===== config.mk =====
export PLATFORM = sky130hd
export DESIGN_NAME = sector_decode_top
export DESIGN_NICKNAME = d
export VERILOG_FILES = /design/src/rtl/sdec_pkg.sv /design/src/rtl/sdec_cfg_regs.sv /design/src/rtl/sdec_window_match.sv /design/src/rtl/sdec_xcs.sv /design/src/rtl/sdec_access_fsm.sv /design/src/rtl/sector_decode_top.sv
export SDC_FILE = /design/constraint.sdc
export NUM_CORES = 1
export LEC_CHECK = 0
export BUFFER_PORTS_ARGS = -buffer_cell sky130_fd_sc_hd__buf_2
export CORE_ASPECT_RATIO = 0.75
export CORE_UTILIZATION = 50
export CTS_CLUSTER_SIZE = 40
export DETAILED_ROUTE_END_ITERATION = 16
export PLACE_DENSITY = 0.68
export SKIP_CTS_REPAIR_TIMING = 1
export SYNTH_ARGS = -nofsm -noshare
export SYNTH_HDL_FRONTEND = slang
export SYNTH_SLANG_ARGS = --single-unit
export TNS_END_PERCENT = 100

===== constraint.sdc =====
create_clock -name clk -period 2.8 [get_ports clk]
set_clock_uncertainty 0.05 [all_clocks]
set_input_delay 0.14 -clock clk [delete_from_list [all_inputs] [get_ports clk]]
set_output_delay 0.14 -clock clk [all_outputs]
set_load 0.03 [all_outputs]

===== src/rtl/sdec_pkg.sv =====
`timescale 1ns/1ps
package sdec_pkg;
    typedef enum logic [1:0] {
        ST_IDLE  = 2'd0,
        ST_READ  = 2'd1,
        ST_WRITE = 2'd2,
        ST_BLOCK = 2'd3
    } acc_state_e;
endpackage


===== src/rtl/sdec_cfg_regs.sv =====
`timescale 1ns/1ps
module sdec_cfg_regs #(
    parameter int ADDR_W   = 24,
    parameter int N_MAIN   = 8,
    parameter int N_SEC    = 8,
    parameter int N_XCS    = 4,
    parameter int MAIN_OFF = 16,
    parameter int SEC_OFF  = 13,
    parameter int REG_OFF  = 8,
    parameter int CFG_AW   = 5,
    localparam int MAIN_TW = ADDR_W - MAIN_OFF,
    localparam int SEC_TW  = ADDR_W - SEC_OFF,
    localparam int REG_TW  = ADDR_W - REG_OFF
) (
    input  logic                           clk,
    input  logic                           rst_n,
    input  logic                           cfg_we,
    input  logic [CFG_AW-1:0]              cfg_addr,
    input  logic [ADDR_W-1:0]              cfg_wdata,
    output logic [N_MAIN-1:0][MAIN_TW-1:0] main_tag,
    output logic [N_SEC-1:0][SEC_TW-1:0]   sec_tag,
    output logic [REG_TW-1:0]              reg_tag,
    output logic [N_MAIN-1:0]              main_wp,
    output logic [N_SEC-1:0]               sec_wp,
    output logic [N_XCS-1:0][ADDR_W-1:0]   xcs_base,
    output logic [N_XCS-1:0][ADDR_W-1:0]   xcs_mask,
    output logic [N_XCS-1:0]               xcs_en
);
    // register offsets
    localparam int A_SEC0  = N_MAIN;
    localparam int A_REG   = N_MAIN + N_SEC;
    localparam int A_MWP   = A_REG + 1;
    localparam int A_SWP   = A_REG + 2;
    localparam int A_XBASE = A_REG + 4;
    localparam int A_XMASK = A_XBASE + N_XCS;
    localparam int A_XEN   = A_XMASK + N_XCS;
    // default layout: main array from zero, secondary right above, registers after
    localparam int SEC_ORG = N_MAIN << MAIN_OFF;
    localparam int REG_ORG = SEC_ORG + (N_SEC << SEC_OFF);

    always_ff @(posedge clk or negedge rst_n) begin
        if (!rst_n) begin
            for (int i = 0; i < N_MAIN; i++) main_tag[i] <= MAIN_TW'(i);
            for (int i = 0; i < N_SEC; i++)  sec_tag[i]  <= SEC_TW'((SEC_ORG >> SEC_OFF) + i);
            reg_tag  <= REG_TW'(REG_ORG >> REG_OFF);
            main_wp  <= '0;
            sec_wp   <= '0;
            xcs_base <= '0;
            xcs_mask <= '0;
            xcs_en   <= '0;
        end else if (cfg_we) begin
            for (int i = 0; i < N_MAIN; i++)
                if (int'(cfg_addr) == i) main_tag[i] <= cfg_wdata[ADDR_W-1:MAIN_OFF];
            for (int i = 0; i < N_SEC; i++)
                if (int'(cfg_addr) == A_SEC0 + i) sec_tag[i] <= cfg_wdata[ADDR_W-1:SEC_OFF];
            if (int'(cfg_addr) == A_REG) reg_tag <= cfg_wdata[ADDR_W-1:REG_OFF];
            if (int'(cfg_addr) == A_MWP) main_wp <= cfg_wdata[N_MAIN-1:0];
            if (int'(cfg_addr) == A_SWP) sec_wp  <= cfg_wdata[N_SEC-1:0];
            for (int j = 0; j < N_XCS; j++) begin
                if (int'(cfg_addr) == A_XBASE + j) xcs_base[j] <= cfg_wdata;
                if (int'(cfg_addr) == A_XMASK + j) xcs_mask[j] <= cfg_wdata;
            end
            if (int'(cfg_addr) == A_XEN) xcs_en <= cfg_wdata[N_XCS-1:0];
        end
    end
endmodule


===== src/rtl/sdec_window_match.sv =====
`timescale 1ns/1ps
module sdec_window_match #(
    parameter int ADDR_W   = 24,
    parameter int N        = 8,
    parameter int OFF_BITS = 16,
    localparam int TAG_W   = ADDR_W - OFF_BITS
) (
    input  logic [TAG_W-1:0]          addr_tag,
    input  logic [N-1:0][TAG_W-1:0]   base_tag,
    output logic [N-1:0]              hit
);
    for (genvar i = 0; i < N; i++) begin : g_win
        assign hit[i] = (addr_tag == base_tag[i]);
    end
endmodule


===== src/rtl/sdec_xcs.sv =====
`timescale 1ns/1ps
module sdec_xcs #(
    parameter int ADDR_W = 24,
    parameter int N_XCS  = 4
) (
    input  logic [ADDR_W-1:0]            addr,
    input  logic [N_XCS-1:0][ADDR_W-1:0] base,
    input  logic [N_XCS-1:0][ADDR_W-1:0] mask,
    input  logic [N_XCS-1:0]             en,
    output logic [N_XCS-1:0]             hit
);
    for (genvar j = 0; j < N_XCS; j++) begin : g_xw
        assign hit[j] = en[j] && (((addr ^ base[j]) & mask[j]) == '0);
    end
endmodule


===== src/rtl/sdec_access_fsm.sv =====
`timescale 1ns/1ps
module sdec_access_fsm
    import sdec_pkg::*;
#(
    parameter int N_MAIN = 8,
    parameter int N_SEC  = 8,
    parameter int N_XCS  = 4
) (
    input  logic              clk,
    input  logic              rst_n,
    input  logic              bus_ce,
    input  logic              bus_rd,
    input  logic              bus_wr,
    input  logic [N_MAIN-1:0] main_hit,
    input  logic [N_SEC-1:0]  sec_hit,
    input  logic              reg_hit,
    input  logic [N_MAIN-1:0] main_wp,
    input  logic [N_SEC-1:0]  sec_wp,
    input  logic [N_XCS-1:0]  xcs_hit,
    output logic [N_MAIN-1:0] main_sel,
    output logic [N_SEC-1:0]  sec_sel,
    output logic              reg_sel,
    output logic              mem_rd,
    output logic              mem_wr,
    output logic [N_XCS-1:0]  ext_cs,
    output logic              wp_viol
);
    acc_state_e state, nxt;
    logic [N_MAIN-1:0] main_pick;
    logic [N_SEC-1:0]  sec_pick;
    logic              reg_pick, any_pick, prot, rd_only, wr_only;

    // fixed priority: lowest main, then lowest secondary, then registers
    always_comb begin
        main_pick = main_hit & (~main_hit + N_MAIN'(1));
        sec_pick  = (|main_hit) ? '0 : (sec_hit & (~sec_hit + N_SEC'(1)));
        reg_pick  = !(|main_hit) && !(|sec_hit) && reg_hit;
        any_pick  = (|main_pick) || (|sec_pick) || reg_pick;
        prot      = (|(main_pick & main_wp)) || (|(sec_pick & sec_wp));
        rd_only   = bus_ce && bus_rd && !bus_wr;
        wr_only   = bus_ce && bus_wr && !bus_rd;
    end

    always_comb begin
        if (rd_only && any_pick)       nxt = ST_READ;
        else if (wr_only && any_pick)  nxt = prot ? ST_BLOCK : ST_WRITE;
        else                           nxt = ST_IDLE;
    end

    always_ff @(posedge clk or negedge rst_n) begin
        if (!rst_n) state <= ST_IDLE;
        else        state <= nxt;
    end

    always_ff @(posedge clk or negedge rst_n) begin
        if (!rst_n) begin
            main_sel <= '0; sec_sel <= '0; reg_sel <= 1'b0;
            mem_rd <= 1'b0; mem_wr <= 1'b0; ext_cs <= '0; wp_viol <= 1'b0;
        end else begin
            main_sel <= '0; sec_sel <= '0; reg_sel <= 1'b0;
            mem_rd <= 1'b0; mem_wr <= 1'b0; wp_viol <= 1'b0;
            ext_cs <= (rd_only || wr_only) ? xcs_hit : '0;
            unique case (nxt)
                ST_IDLE: ;
                ST_READ: begin
                    main_sel <= main_pick; sec_sel <= sec_pick; reg_sel <= reg_pick;
                    mem_rd   <= 1'b1;
                end
                ST_WRITE: begin
                    main_sel <= main_pick; sec_sel <= sec_pick; reg_sel <= reg_pick;
                    mem_wr   <= 1'b1;
                end
                ST_BLOCK: wp_viol <= (state != ST_BLOCK);
            endcase
        end
    end

    // never more than one target
    a_r5_single_select: assert property (@(posedge clk) disable iff (!rst_n)
        $onehot0({main_sel, sec_sel, reg_sel}));
    // violation is a single-cycle pulse
    a_r8_pulse_one_cycle: assert property (@(posedge clk) disable iff (!rst_n)
        wp_viol |=> !wp_viol);
    // a refused write leaves every select and the write strobe low
    a_r7_blocked_quiet: assert property (@(posedge clk) disable iff (!rst_n)
        wp_viol |-> (!mem_wr && !mem_rd && main_sel == '0 && sec_sel == '0 && !reg_sel));
    // a select always comes with exactly one granted strobe
    a_r2_sel_has_strobe: assert property (@(posedge clk) disable iff (!rst_n)
        (|{main_sel, sec_sel, reg_sel}) |-> (mem_rd ^ mem_wr));
    a_r2_strobe_has_sel: assert property (@(posedge clk) disable iff (!rst_n)
        (mem_rd || mem_wr) |-> (|{main_sel, sec_sel, reg_sel}));
endmodule


===== src/rtl/sector_decode_top.sv =====
`timescale 1ns/1ps
module sector_decode_top #(
    parameter int ADDR_W   = 24,
    parameter int N_MAIN   = 8,
    parameter int N_SEC    = 8,
    parameter int N_XCS    = 4,
    parameter int MAIN_OFF = 16,
    parameter int SEC_OFF  = 13,
    parameter int REG_OFF  = 8,
    parameter int CFG_AW   = 5
) (
    input  logic              clk,
    input  logic              rst_n,
    input  logic              cfg_we,
    input  logic [CFG_AW-1:0] cfg_addr,
    input  logic [ADDR_W-1:0] cfg_wdata,
    input  logic [ADDR_W-1:0] bus_addr,
    input  logic              bus_ce,
    input  logic              bus_rd,
    input  logic              bus_wr,
    output logic [N_MAIN-1:0] main_sel,
    output logic [N_SEC-1:0]  sec_sel,
    output logic              reg_sel,
    output logic              mem_rd,
    output logic              mem_wr,
    output logic [N_XCS-1:0]  ext_cs,
    output logic              wp_viol
);
    localparam int MAIN_TW = ADDR_W - MAIN_OFF;
    localparam int SEC_TW  = ADDR_W - SEC_OFF;
    localparam int REG_TW  = ADDR_W - REG_OFF;

    logic [N_MAIN-1:0][MAIN_TW-1:0] main_tag;
    logic [N_SEC-1:0][SEC_TW-1:0]   sec_tag;
    logic [0:0][REG_TW-1:0]         reg_tag;
    logic [N_MAIN-1:0]              main_wp, main_hit;
    logic [N_SEC-1:0]               sec_wp, sec_hit;
    logic [0:0]                     reg_hit;
    logic [N_XCS-1:0][ADDR_W-1:0]   xcs_base, xcs_mask;
    logic [N_XCS-1:0]               xcs_en, xcs_hit;

    sdec_cfg_regs #(
        .ADDR_W(ADDR_W), .N_MAIN(N_MAIN), .N_SEC(N_SEC), .N_XCS(N_XCS),
        .MAIN_OFF(MAIN_OFF), .SEC_OFF(SEC_OFF), .REG_OFF(REG_OFF), .CFG_AW(CFG_AW)
    ) i_cfg (
        .clk(clk), .rst_n(rst_n), .cfg_we(cfg_we), .cfg_addr(cfg_addr),
        .cfg_wdata(cfg_wdata), .main_tag(main_tag), .sec_tag(sec_tag),
        .reg_tag(reg_tag[0]), .main_wp(main_wp), .sec_wp(sec_wp),
        .xcs_base(xcs_base), .xcs_mask(xcs_mask), .xcs_en(xcs_en)
    );

    sdec_window_match #(.ADDR_W(ADDR_W), .N(N_MAIN), .OFF_BITS(MAIN_OFF)) i_main_match (
        .addr_tag(bus_addr[ADDR_W-1:MAIN_OFF]), .base_tag(main_tag), .hit(main_hit));
    sdec_window_match #(.ADDR_W(ADDR_W), .N(N_SEC), .OFF_BITS(SEC_OFF)) i_sec_match (
        .addr_tag(bus_addr[ADDR_W-1:SEC_OFF]), .base_tag(sec_tag), .hit(sec_hit));
    sdec_window_match #(.ADDR_W(ADDR_W), .N(1), .OFF_BITS(REG_OFF)) i_reg_match (
        .addr_tag(bus_addr[ADDR_W-1:REG_OFF]), .base_tag(reg_tag), .hit(reg_hit));

    sdec_xcs #(.ADDR_W(ADDR_W), .N_XCS(N_XCS)) i_xcs (
        .addr(bus_addr), .base(xcs_base), .mask(xcs_mask), .en(xcs_en), .hit(xcs_hit));

    sdec_access_fsm #(.N_MAIN(N_MAIN), .N_SEC(N_SEC), .N_XCS(N_XCS)) i_fsm (
        .clk(clk), .rst_n(rst_n), .bus_ce(bus_ce), .bus_rd(bus_rd), .bus_wr(bus_wr),
        .main_hit(main_hit), .sec_hit(sec_hit), .reg_hit(reg_hit[0]),
        .main_wp(main_wp), .sec_wp(sec_wp), .xcs_hit(xcs_hit),
        .main_sel(main_sel), .sec_sel(sec_sel), .reg_sel(reg_sel),
        .mem_rd(mem_rd), .mem_wr(mem_wr), .ext_cs(ext_cs), .wp_viol(wp_viol)
    );

    // chip enable low gives an idle output cycle
    a_r9_ce_idle: assert property (@(posedge clk) disable iff (!rst_n)
        !bus_ce |=> (main_sel == '0 && sec_sel == '0 && !reg_sel && !mem_rd
                     && !mem_wr && ext_cs == '0 && !wp_viol));
    // both strobes at once is no access
    a_r10_both_strobes: assert property (@(posedge clk) disable iff (!rst_n)
        (bus_rd && bus_wr) |=> (!mem_rd && !mem_wr && !wp_viol && ext_cs == '0));
endmodule


==> key figures <==
Run status
  • Outcome: finished, violations left
  • Violated checks: hold timing, setup timing

Setup path
  • Crit. End Element: register
  • Register-to-Register Path Depth: 13
  • Worst R2R Start: i_cfg.main_tag[8]$_DFFE_PN1P_
  • Critical-path maximum fanout: 17
  • Worst path cell trace: xnor2_1 > nand4_1 > nor2_1 > or3_4 > or4_4 > buf_6 > nor2_4 > nand2_4 > nand3_4 > inv_4 > a21oi_4 > buf_12 > nor3_1
  • Worst Path Buf+Inv: 3
  • Critical-path cell with the highest stage delay: or4_4
  • Critical path startpoint: i_cfg.main_tag[8]$_DFFE_PN1P_
  • WP depth: 13
  • Crit path kind: register to register
  • Setup crit end: i_fsm.sec_sel[1]$_DFF_PN0_
  • Worst Path Required: 3.18 ns
  • Reg2Reg Setup Slack: -0.02 ns
  • CP arrival: 3.20 ns
  • Crit-path max cell delay: 0.54 ns
  • Setup crit start kind: register
  • FF-to-FF End: i_fsm.sec_sel[1]$_DFF_PN0_
  • CP top delay family: simple AND/OR/NAND/NOR gates

Global route
  • First-pass GRT wire length: 73100 um
  • All-layer global routing usage: 25.5%
  • Global route total overflow: 0
  • Antenna violations before repair: 0
  • Vias in the first global route: 11786
  • Largest net degree at the start of global routing: 120

Synthesis
  • Adder-Cell Fraction of Synth Area: 0%
  • Register area share after synthesis: 54.5%
  • Synthesized area per cell: 13.5 um2
  • Yosys cell types: 44
  • Post-synthesis instance area: 18700 um2
  • Yosys top cell area share: 49.7%
  • Main combinational cell family by area after synthesis: multiplexers
  • Syn. warnings: 0
  • Mux cell area share after synthesis: 22.9%
  • Synth Area in Compound Gates: 2.43%
  • #FFs+latches synth: 406
  • XOR/XNOR share of the synthesized area: 12.3%
  • Simple-gate share of the synthesized area: 5.62%
  • Yosys top cell by area: dfrtp_1
  • Top FF cell, synth: dfrtp_1
  • Synthesized instance count: 1391
  • EDFF count, synth: 0
  • Area contributors post-synth: dfrtp_1, mux2_2, xor2_1
  • Async SR Flop Fraction: 100%
  • Syn Nets: 1450

Floorplan
  • Starting Density: 51.4%
  • Rows: 60
  • Top Ports: 83
  • Die width: 225 um
  • Die height: 170 um
  • Core area: 36400 um2
  • Die area: 38200 um2

Routing
  • 1st-pass router iterations: 4
  • Vias per cell: 5.62
  • WL final: 47600 um
  • DR WL/cell: 23.0 um
  • Iteration-0 DRC Markers: 847
  • DRC viols: 0
  • DRT antenna net count: 0
  • Vias: 11616

STA
  • Relative slew margins: 44.7%
  • Setup Viol. Count Final: 14
  • Hold Vio Cnt, Final: 1
  • Least-Margin Pin Slew: 0.827 ns
  • Final Slew Violations: 0
  • Hold WS: -0.00569 ns
  • Fin crit period: 2.82 ns
  • Crit share post-route: 101%
  • RSZ-0062 raised after global routing: true
  • Fmax: 355 MHz
  • Fin Setup TNS: -0.124 ns
  • Setup WS post-layout: -0.0192 ns

Placement
  • Port bufs: 82
  • Placed insts: 1978
  • Cell area after placement: 20300 um2
  • Final RePlAce weighted congestion: 0.858
  • DP HPWL: 31800 um

Layout
  • Fin cells: 2068
  • Design area: 22000 um2
  • Fraction of layout cells with a size suffix above 1: 43.5%
  • Nets: 1598
  • Antenna diodes: 0
  • Area grow syn2layout: 17.3%

CTS
  • Clock Tree Root: clkbuf_16
  • CTS sink count: 406
  • CTS Buf Count: 41
  • Latest clock arrival within the worst-skew pair: 0.55 ns
  • CTS clk-pin slew, worst paths: 0.06 ns
  • CTS tree: built
  • CTS Buffer Depth: 3
  • H-Tree Depth: 2

Min path
  • Hold/Removal Path Class: input pin to register

Pwr
  • Logic pwr share: 17.2%
  • Switch share: 26.3%
  • Clock network power share: 35.5%
  • P_leak: 10.1 nW
  • Sequential share of power: 47.3%
  • Switching power: 4.29 mW
  • P_int: 12.0 mW
  • Pwr Density: 741 nW/um2
  • VDD IR max: 428 uV

Run
  • MaxCap Viol Count: 0
==> cell usage after synthesis, types with 10 or more instances <==
library cell,n
nor2_1,20
nor2b_1,11
dfrtp_1,372
a221oi_1,10
mux2_2,379
dfstp_2,34
a22oi_1,28
nor3_1,23
xor2_1,194
xnor2_1,70
clkbuf_1,58
nand3_1,17
nand2_1,29
buf_2,12
nor4_1,26
nand4_1,34
==> through the flow <==
| stage | utilization (%) | total power [mW] | setup slack [ns] |
|---|---|---|---|
| after floorplan | - | 9.56 | -0.00634 |
| after global placement | 55.9 | 10.4 | -0.107 |
| after detailed placement | 55.9 | 10.6 | -0.198 |
| after CTS | 59.8 | 16.4 | -0.139 |
| after global routing | 60.4 | 17.0 | -0.143 |
| final | 60.4 | 16.3 | -0.0192 |
==> final cells by class <==
cell class	count	area, um2
clock buffer	64	1210
sequential	406	10200
timing repair buffer	193	1450
clock inverter	12	211
fill	2858	14400
tap	496	621
inverter	4	17.5
multi-input combinational	893	8260
==> cells in the final DEF, fill, tap and decap left out, types with 22 or more instances in the layout <==
cell type / netlist / routed
nand4_1: 34 / 34
buf_2: 12 / 81
buf_4: 2 / 84
xnor2_1: 70 / 70
xor2_1: 194 / 194
dfstp_2: 34 / 34
mux2_2: 379 / 379
clkbuf_16: 0 / 41
nor4_1: 26 / 22
nor3_1: 23 / 22
nand2_1: 29 / 28
a22oi_1: 28 / 28
dfrtp_1: 372 / 372
==> cell families after synthesis <==
| group | Yosys count |
|---|---|
| simple gates | 189 |
| flops | 406 |
| buf+inv | 92 |
| compound gates | 59 |
| mux | 381 |
| xor+xnor | 264 |
==> flip-flops by register name, indices dropped and copies added (netlist names), 16 cells and up <==
name            count
i_cfg.sec_tag      88
i_cfg.xcs_base     96
i_cfg.reg_tag      16
i_cfg.xcs_mask     96
i_cfg.main_tag     64
==> worst reg2reg max path, delay by kind of cell, from the launching register on <==
kind | cells | cell delay [ns]
buf+inv | 3 | 0.36
xor+xnor | 1 | 0.06
simple gates | 8 | 1.55
flops | 1 | 0.53
compound gates | 1 | 0.15
==> power by group through the flow <==
stage / Combinational (mW) / Sequential (mW) / Clock [mW]
6_report: 2.80 / 7.69 / 5.78
5_1_grt: 3.03 / 7.84 / 6.09
2_1_floorplan: 1.95 / 7.61 / 0
4_1_cts: 2.79 / 7.69 / 5.87
3_5_place_dp: 2.76 / 7.79 / 0
3_3_place_gp: 2.71 / 7.74 / 0
==> worst min-delay path by stage <==
stage | start | to | slack, ns | depth (start not counted)
after floorplan | rst_n | i_cfg.main_tag[0]$_DFFE_PN0P_ | -0.21 | 0
after detailed placement | rst_n | i_cfg.sec_tag[12]$_DFFE_PN0P_ | -0.1 | 1
after global placement | rst_n | i_cfg.sec_tag[12]$_DFFE_PN0P_ | -0.1 | 1
final | cfg_wdata[1] | i_cfg.sec_wp[1]$_DFFE_PN0P_ | -0.006 | 3
after global routing | cfg_wdata[5] | i_cfg.main_wp[5]$_DFFE_PN0P_ | 0.004 | 2
after CTS | rst_n | i_cfg.sec_tag[12]$_DFFE_PN0P_ | -0.67 | 1
==> per-layer routing <==
layer  wire, um  share of wire, %  track usage (%)
met5          0                 0                0
met3       2050               4.3             3.84
met1      23700                50             39.0
met2      21100                44             38.5
met4        691               1.5             5.29
Power figures use the tool's default switching activity.
